## src/rtl/lotto_pkg.sv

```systemverilog
package lotto_pkg;

    typedef enum logic [1:0] {
        PH_IDLE,
        PH_RUN,
        PH_SHOW,
        PH_OVER
    } phase_e;

    // Split a value of up to 99 into {tens, units} BCD digits.
    function automatic logic [7:0] to_bcd(input logic [6:0] v);
        logic [6:0] t;
        logic [6:0] u;
        t = v / 7'd10;
        u = v - t * 7'd10;
        return {t[3:0], u[3:0]};
    endfunction

endpackage

```

## src/rtl/lotto_button.sv

```systemverilog
module lotto_button #(
    parameter int LOCK_CYC = 10,
    localparam int LW = $clog2(LOCK_CYC + 1)
) (
    input  logic clk,
    input  logic rst_n,
    input  logic btn_n,
    output logic press
);

    logic s1_q, s2_q;

    typedef struct packed {
        logic          lvl;
        logic [LW-1:0] lock;
    } btn_t;

    btn_t cur_q, nxt_d;

    // Two-flop synchroniser; idle level of an active-low button is 1.
    always_ff @(posedge clk or negedge rst_n) begin
        if (!rst_n) begin
            s1_q <= 1'b1;
            s2_q <= 1'b1;
        end else begin
            s1_q <= btn_n;
            s2_q <= s1_q;
        end
    end

    always_comb begin
        nxt_d = cur_q;
        press = 1'b0;
        if (s2_q != cur_q.lvl) begin
            nxt_d.lvl  = s2_q;
            nxt_d.lock = LW'(LOCK_CYC);
            if (!s2_q && cur_q.lock == '0) begin
                press = 1'b1;
            end
        end else if (cur_q.lock != '0) begin
            nxt_d.lock = cur_q.lock - 1'b1;
        end
    end

    always_ff @(posedge clk or negedge rst_n) begin
        if (!rst_n) begin
            cur_q <= '{lvl: 1'b1, lock: '0};
        end else begin
            cur_q <= nxt_d;
        end
    end

    // one pulse per falling edge, never two cycles in a row
    assert_single_pulse_R9: assert property (@(posedge clk) disable iff (!rst_n)
        press |=> !press);

endmodule

```

## src/rtl/lotto_counter.sv

```systemverilog
module lotto_counter #(
    parameter int MAX_NUM = 45,
    localparam int VW = $clog2(MAX_NUM + 1)
) (
    input  logic          clk,
    input  logic          rst_n,
    input  logic          run,
    output logic [VW-1:0] value
);

    logic [VW-1:0] value_d;

    always_comb begin
        value_d = value;
        if (run) begin
            value_d = (value == VW'(MAX_NUM)) ? VW'(1) : value + 1'b1;
        end
    end

    always_ff @(posedge clk or negedge rst_n) begin
        if (!rst_n) begin
            value <= VW'(1);
        end else begin
            value <= value_d;
        end
    end

    // the counter never leaves 1..MAX
    assert_count_range_R1: assert property (@(posedge clk) disable iff (!rst_n)
        (value >= VW'(1)) && (value <= VW'(MAX_NUM)));

endmodule

```

## src/rtl/lotto_draw.sv

```systemverilog
module lotto_draw
    import lotto_pkg::*;
#(
    parameter int ID_DIGITS    = 45,
    parameter int NUM_DRAWS    = 6,
    parameter int CLK_HZ       = 50_000_000,
    parameter int HOLD_SECONDS = 3,
    parameter int DEBOUNCE_MS  = 10,
    localparam int DW = $clog2(NUM_DRAWS + 1)
) (
    input  logic          clk,
    input  logic          rst_n,
    input  logic          start_n,
    input  logic          draw_n,
    output logic [3:0]    tens,
    output logic [3:0]    units,
    output logic          draw_valid,
    output logic [DW-1:0] draws_done,
    output logic          game_over
);

    localparam int MAX_NUM  = (ID_DIGITS < 30) ? ID_DIGITS + 20 : ID_DIGITS;
    localparam int VW       = $clog2(MAX_NUM + 1);
    localparam int HOLD_CYC = CLK_HZ * HOLD_SECONDS;
    localparam int HW       = $clog2(HOLD_CYC + 1);
    localparam int LOCK_RAW = (CLK_HZ / 1000) * DEBOUNCE_MS;
    localparam int LOCK_CYC = (LOCK_RAW < 1) ? 1 : LOCK_RAW;

    initial begin
        assert (NUM_DRAWS >= 1 && NUM_DRAWS <= MAX_NUM)
        else $error("NUM_DRAWS must lie in 1..MAX");
    end

    typedef struct packed {
        phase_e           phase;
        logic             pending;
        logic [MAX_NUM:1] used;
        logic [VW-1:0]    num;
        logic [HW-1:0]    hold;
        logic [DW-1:0]    done;
        logic             over;
    } ctl_t;

    ctl_t          ctl_q, ctl_d;
    logic          start_p, draw_p;
    logic          run;
    logic [VW-1:0] cnt;
    logic [7:0]    bcd;

    lotto_button #(.LOCK_CYC(LOCK_CYC)) u_start_btn (
        .clk(clk), .rst_n(rst_n), .btn_n(start_n), .press(start_p)
    );

    lotto_button #(.LOCK_CYC(LOCK_CYC)) u_draw_btn (
        .clk(clk), .rst_n(rst_n), .btn_n(draw_n), .press(draw_p)
    );

    // The counter freezes while a number is on display, then resumes.
    assign run = (ctl_q.phase != PH_SHOW);

    lotto_counter #(.MAX_NUM(MAX_NUM)) u_counter (
        .clk(clk), .rst_n(rst_n), .run(run), .value(cnt)
    );

    always_comb begin
        ctl_d = ctl_q;
        if (start_p) begin
            ctl_d.phase   = PH_RUN;
            ctl_d.pending = 1'b0;
            ctl_d.used    = '0;
            ctl_d.done    = '0;
            ctl_d.over    = 1'b0;
        end else begin
            unique case (ctl_q.phase)
                PH_RUN: begin
                    if (draw_p) begin
                        ctl_d.pending = 1'b1;
                    end
                    // Capture only a value not yet drawn in this game.
                    if (ctl_q.pending && !ctl_q.used[cnt]) begin
                        ctl_d.used[cnt] = 1'b1;
                        ctl_d.num       = cnt;
                        ctl_d.hold      = HW'(HOLD_CYC - 1);
                        ctl_d.done      = ctl_q.done + 1'b1;
                        ctl_d.pending   = 1'b0;
                        ctl_d.phase     = PH_SHOW;
                        if (ctl_q.done + 1'b1 == DW'(NUM_DRAWS)) begin
                            ctl_d.over = 1'b1;
                        end
                    end
                end
                PH_SHOW: begin
                    if (ctl_q.hold == '0) begin
                        ctl_d.phase = ctl_q.over ? PH_OVER : PH_RUN;
                    end else begin
                        ctl_d.hold = ctl_q.hold - 1'b1;
                    end
                end
                default: begin
                end
            endcase
        end
    end

    always_ff @(posedge clk or negedge rst_n) begin
        if (!rst_n) begin
            ctl_q <= '{phase: PH_IDLE, pending: 1'b0, used: '0, num: '0,
                       hold: '0, done: '0, over: 1'b0};
        end else begin
            ctl_q <= ctl_d;
        end
    end

    assign bcd        = to_bcd(7'(ctl_q.num));
    assign tens       = bcd[7:4];
    assign units      = bcd[3:0];
    assign draw_valid = (ctl_q.phase == PH_SHOW);
    assign draws_done = ctl_q.done;
    assign game_over  = ctl_q.over;

    // a shown value is in range with a legal units digit
    assert_shown_range_R1: assert property (@(posedge clk) disable iff (!rst_n)
        draw_valid |-> (ctl_q.num >= VW'(1)) && (ctl_q.num <= VW'(MAX_NUM)) && (units <= 4'd9));

    // each capture sets exactly one new used bit, the one for the shown number
    assert_fresh_number_R6: assert property (@(posedge clk) disable iff (!rst_n)
        $rose(draw_valid) |->
            ($countones(ctl_q.used ^ $past(ctl_q.used)) == 1) && ctl_q.used[ctl_q.num]);

    // digits hold still during a display
    assert_hold_stable_R5: assert property (@(posedge clk) disable iff (!rst_n)
        (draw_valid && $past(draw_valid)) |-> ($stable(tens) && $stable(units)));

    // the count never passes the limit, and game over matches it
    assert_done_limit_R7: assert property (@(posedge clk) disable iff (!rst_n)
        (draws_done <= DW'(NUM_DRAWS)) && (game_over == (draws_done == DW'(NUM_DRAWS))));

    // no draws happen while no game is armed
    assert_idle_quiet_R4: assert property (@(posedge clk) disable iff (!rst_n)
        (ctl_q.phase == PH_IDLE) |-> (!draw_valid && draws_done == '0));

endmodule

```

## config.mk

```make
export PLATFORM = sky130hd
export DESIGN_NAME = lotto_draw
export DESIGN_NICKNAME = d
export VERILOG_FILES = /design/src/rtl/lotto_pkg.sv /design/src/rtl/lotto_button.sv /design/src/rtl/lotto_counter.sv /design/src/rtl/lotto_draw.sv
export SDC_FILE = /design/constraint.sdc
export NUM_CORES = 1
export LEC_CHECK = 0
export ABC_AREA = 1
export BUFFER_PORTS_ARGS = -buffer_cell sky130_fd_sc_hd__buf_4
export CORE_UTILIZATION = 60
export CTS_CLUSTER_DIAMETER = 200
export DETAILED_ROUTE_END_ITERATION = 6
export PLACE_DENSITY_LB_ADDON = 0.1
export SLEW_MARGIN = 5
export SYNTH_ARGS = -nofsm -noshare
export SYNTH_HDL_FRONTEND = slang
export SYNTH_HIERARCHICAL = 1
export SYNTH_SLANG_ARGS = --single-unit
```

## constraint.sdc

```tcl
create_clock -name clk -period 5.5 [get_ports clk]
set_input_delay 1.1 -clock clk [delete_from_list [all_inputs] [get_ports clk]]
set_output_delay 1.1 -clock clk [all_outputs]
set_load 0.05 [all_outputs]
```

# Yosys cells after proc, flatten, opt, wreduce, memory -nomap -nowiden
# Cells that the tools add are included.
word_totals:
  in_bits: 4
  reg_bits: 136
  wordCells: 90
  out_inout_bits: 13
op_classes:
  bitwise: 2
  n_reduce_logical: 26
  eq_ne: 11
  n_div: 1
  n_mux: 25
  n_addsub: 6
  multipliers: 1
  order_cmp: 2
ops:
  columns: ["op", "n"]
  rows:
  - ["$mux W86", 1]
  - ["$mux W19", 4]
  - ["$pmux W28 S2", 1]
  - ["$mux W52", 1]
  - ["$mux W48", 1]
  - ["$or A45 B45 Y45", 1]
  - ["$logic_not A19 Y1", 2]
  - ["$reduce_bool A19 Y1", 2]
  - ["$sub A19 B1 Y19 const B", 2]
  - ["$logic_not A28 Y1", 1]
  - ["$mux W28", 1]
  - ["$sub A28 B1 Y28 const B", 1]
  - ["$reduce_bool A2 Y1", 6]
  - ["$reduce_and A3 Y1", 3]
  - ["$mux W1", 8]
  - ["$mux W4", 2]
  - ["$div A6 B4 Y7 const B", 1]
  - ["$lt A6 B7 Y1 const B", 1]
  - ["$mul A7 B3 Y3 const B", 1]
  - ["$add A6 B1 Y6 const B", 1]
  - ["$bmux W1 S6", 1]
  - ["$demux W1 S6", 1]
  - ["$eq A6 B6 Y1 const B", 1]
  - ["$ge A6 B1 Y1 const B", 1]
  - ["18 further kinds", 29]

# Longest topological paths before layout
logic_depth:
  ltp_word: 8
  mapped_depth: 20

# By module
# Netlist, hierarchy kept.
by_module_without_submodules:
  columns: ["mod", "n_inst", "cells_per_inst", "area_each_um2"]
  rows:
  - ["lotto_draw", 1, 789, 5320.1]
  - ["lotto_button", 2, 170, 1282.5]
  - ["lotto_counter", 1, 48, 346.6]

# Least setup slack after synthesis
# OpenSTA, ideal clock, no wires.
synth_path:
  path_kind: "flip-flop to output port"
  start: "reg ctl_q[35] (netlist bit)"
  end: "out units[3]"
  required_time_ps: 4400
  t_arrival_ps: 4025
  slack_ps: 375
  path_stages_with_launch: 19
  path_buffers: 0
  path_cell_list: "dfrtp_1 > ha_1 > o21ai_0 > nand2_1 > nand2_1 > nand2_1 > or2_2 > a21oi_1 > ha_1 > nand2_1 > nand2_1 > nand2_1 > ha_1 > inv_1 > fa_1 > inv_1 > xor2_1 > nand3_1 > nand2_1"
synth_via:
  elab_chain_len: 3
synth_lines:
  columns: ["item", "line_no", "text"]
  rows:
  - ["start: declaration", "lotto_draw.sv:44", "ctl_t ctl_q, ctl_d;"]
  - ["start signal: assignment", "lotto_draw.sv:107", "ctl_q <= '{phase: PH_IDLE, pending: 1'b0, used: '0, num: '0,"]
  - ["start signal: assignment", "lotto_draw.sv:110", "ctl_q <= ctl_d;"]
  - ["$div A6 B4 Y7", "lotto_pkg.sv:14", "t = v / 7'd10;"]
  - ["net tens[2]", "lotto_draw.sv:15", "output logic [3:0] tens,"]
  - ["$mul A7 B3 Y3", "lotto_pkg.sv:15", "u = v - t * 7'd10;"]
  - ["$sub A4 B4 Y4", "lotto_pkg.sv:15", null]
  - ["end: declaration", "lotto_draw.sv:16", "output logic [3:0] units,"]
# The timed path passes the listed nets, and every way through them passes these cells.

# Final worst setup path
layout_path:
  start: "reg ctl_q[36] (netlist bit)"
  end: "out units[3]"
layout_via:
  elab_chain_len: 3
layout_lines:
  columns: ["item", "line_no"]
  rows:
  - ["$div A6 B4 Y7", "lotto_pkg.sv:14"]
  - ["$mul A7 B3 Y3", "lotto_pkg.sv:15"]
  - ["$sub A4 B4 Y4", "lotto_pkg.sv:15"]
# Every way passes these cells.

==> metrics <==
status=completed; Worst Hold Launch=u_start_btn/s1_q; Async S/R FF share, synth=between 90% and 100%; sequential share of the synthesized area=41.5%; area of the multi-input gates=4120 um^2; H-tree Lvls=4; Fill cells=between 1,000 and 1,500; diode count=0; post-synthesis cell type count=39; DRT iter0 DRCs=between 500 and 600; Initial Util=around 62%; most frequent cells in the layout=nand2_1 (415), nor2_1 (169), dfrtp_1 (129); placed instance area=8330 um^2; final setup fails=0; # IOs=17; Core Footprint=approximately 13,000 um^2; pin count of the biggest net entering global routing=88; Vias=7,187; CP max FO=4; Yosys top cell area share=between 30% and 40%; Post-DP HPWL=11.8 mm; Root Buffer=clkbuf_16; Max-slew headroom=33.2%; setup_tns=0 ps; Slew Limit Fails=0; Hold-fix buffers, CTS=0; number of max-cap violations=0; CTS Sinks=136; reg2reg start=u_counter/value[0]; gr usage total=27.9%; WP data arrival=3950 ps; cell area power density=279 nW/um^2; vias in the first global route=~6,600; grt total ovfl=0; critical path required time=4400 ps; CTS max path bufs=2; DRT Pass-1 Iters=7; worst-margin pin slew=998 ps; Post-Syn Instances=roughly 1,200; Die Ht=119 um; NumNets Final=1,191; final worst-path cycle share=around nine tenths; Crit. End Element=output pin; ANT nets after route=0; Avg Cell Area, Syn=6.99 um^2; clock buffer count from CTS=17; Post-synth EDFFs=0; Worst Skew=6.54 ps; die width=around 120 um; Leakage=4.80 nW; largest area contributor in the netlist=dfrtp_1; share of layout cells above drive strength 1=9.86%; first-pass GRT wire length=about 32 mm; total wire length=about 18 mm; Final min period=roughly 5000 ps; area grow syn2layout=8.66%; Mapped Area=about 8200 um^2; # rows=42; WS Path Type=reg -> out; Seq. cell area=3410 um^2; number of synthesized register bits=136; crit start category=register; quantity of gates resized following cts=0; wire per inst=~14 um; flop-to-flop setup slack=roughly 1900 ps; syn nets=1,194; PortBufs=15; critical path startpoint=ctl_q[36]; synth warn=6; vias per std cell=between 5 and 6; Die ar.=14,200 um^2; Primary FF master, synth=dfrtp_1; VDD IR max=0.000251 V; Hold Fails Final Rpt=0; Final GP Congestion=slightly above 0.8; FMAX=198 MHz; most common cell after layout, fill and taps aside=nand2_1; synth top area cells=dfrtp_1 (39%), nand2_1 (19%), nor2_1 (7.7%); CTS tree=built; Design Area, Final=between 8000 and 9000 um^2; CTS clk-pin slew, worst paths=60 ps; Finished Core Util=around two thirds; worst hold path class=reg -> reg; post-CTS setup buffers=0; DRC viols=0; Skew-Pair Late Insertion Delay=between 400 and 500 ps; initial antenna violation count=0; unrepaired setup endpoints after global routing=false
==> per-layer routing <==
layer	wire length (um)	GRT usage, %
met3	876	5.32
met5	0	0
met2	8650	44.7
met1	8650	38.2
met4	276	8.94
==> critical path, cell delays in order, from the launching register on <==
cell and delay, ps:
dfrtp_1 350, inv_1 80, ha_1 180, o21ai_0 300
nand2_1 170, nand2_1 80, nand2_1 80, or2_2 300
a21oi_1 280, ha_1 290, nand2_1 70, nand2_1 60
nand2_1 110, ha_1 160, inv_1 50, fa_1 350
inv_1 70, xor2_1 180, nand3_1 100, nand2_1 70
buf_4 190
==> cell families (layout without fill, tap and decap cells) <==
group                    after synthesis  in the layout  synth area share, %
adder cells (fa/ha/maj)               13             13                 2.07
AO/OA/AOI/OAI                         84             84                 5.32
other                                  1              1               0.0456
buffers and inverters                154            164                 8.51
AND/OR/NAND/NOR                      772            772                 40.6
XOR/XNOR                              17             17                 1.99
flip-flops                           136            136                 41.5
==> power breakdown <==
| part | leakage [nW] | switching (mW) | total, mW | internal (mW) |
|---|---|---|---|---|
| Combinational | 2.71 | 0.149 | 0.217 | 0.0682 |
| Sequential | 1.79 | 0.0361 | 1.07 | 1.03 |
| Clock | 0.299 | 0.441 | 1.21 | 0.767 |
==> worst paths after layout <==
kind	cells past startpoint	end
setup / recovery	20	units[3]
hold / removal	0	u_start_btn/s2_q
setup reg to reg	15	ctl_q[54]
hold reg to reg	0	u_start_btn/s2_q
max in group asynchronous	2	ctl_q[12]
min in group asynchronous	1	ctl_q[45]
==> flip-flops by register name (all words and copies together), names as in the netlist <==
name,flops
u_start_btn/s2_q,1
ctl_q,82
game_over,1
u_counter/value,6
u_start_btn/s1_q,1
u_start_btn/cur_q,20
draws_done,3
u_draw_btn/s2_q,1
u_draw_btn/s1_q,1
u_draw_btn/cur_q,20
==> cells in the mapped netlist, types with 12 or more instances <==
| master | instances |
|---|---|
| nand2_1 | 415 |
| nor2_1 | 169 |
| dfrtp_1 | 129 |
| inv_1 | 104 |
| nand3_1 | 96 |
| o21ai_0 | 32 |
| a21oi_1 | 28 |
| nand4_1 | 20 |
| or2_2 | 19 |
| o21ai_1 | 17 |
| buf_4 | 13 |
| ha_1 | 12 |
==> area by class of cell <==
type                            instances  share of cell area, %
Clock buffer                           19                   4.95
Timing Repair Buffer                   20                   1.72
Sequential cell                       136                   38.1
Multi-Input combinational cell        887                   46.0
Tap cell                              176                   2.46
Clock inverter                         13                   1.97
Inverter                              112                   4.70
==> through the flow <==
stage | hold WS, ps | power (mW) | std cells | worst slack, ps
CTS | 362 | 2.51 | 1363 | 472
finish | 359 | 2.50 | 1363 | 452
floorplan | 345 | 1.24 | 1177 | 375
detailed placement | 350 | 1.30 | 1331 | 919
global placement | 352 | 1.29 | 1331 | 1060
global route | 365 | 2.59 | 1363 | 102
No activity file was read; power rests on OpenSTA's default activity.
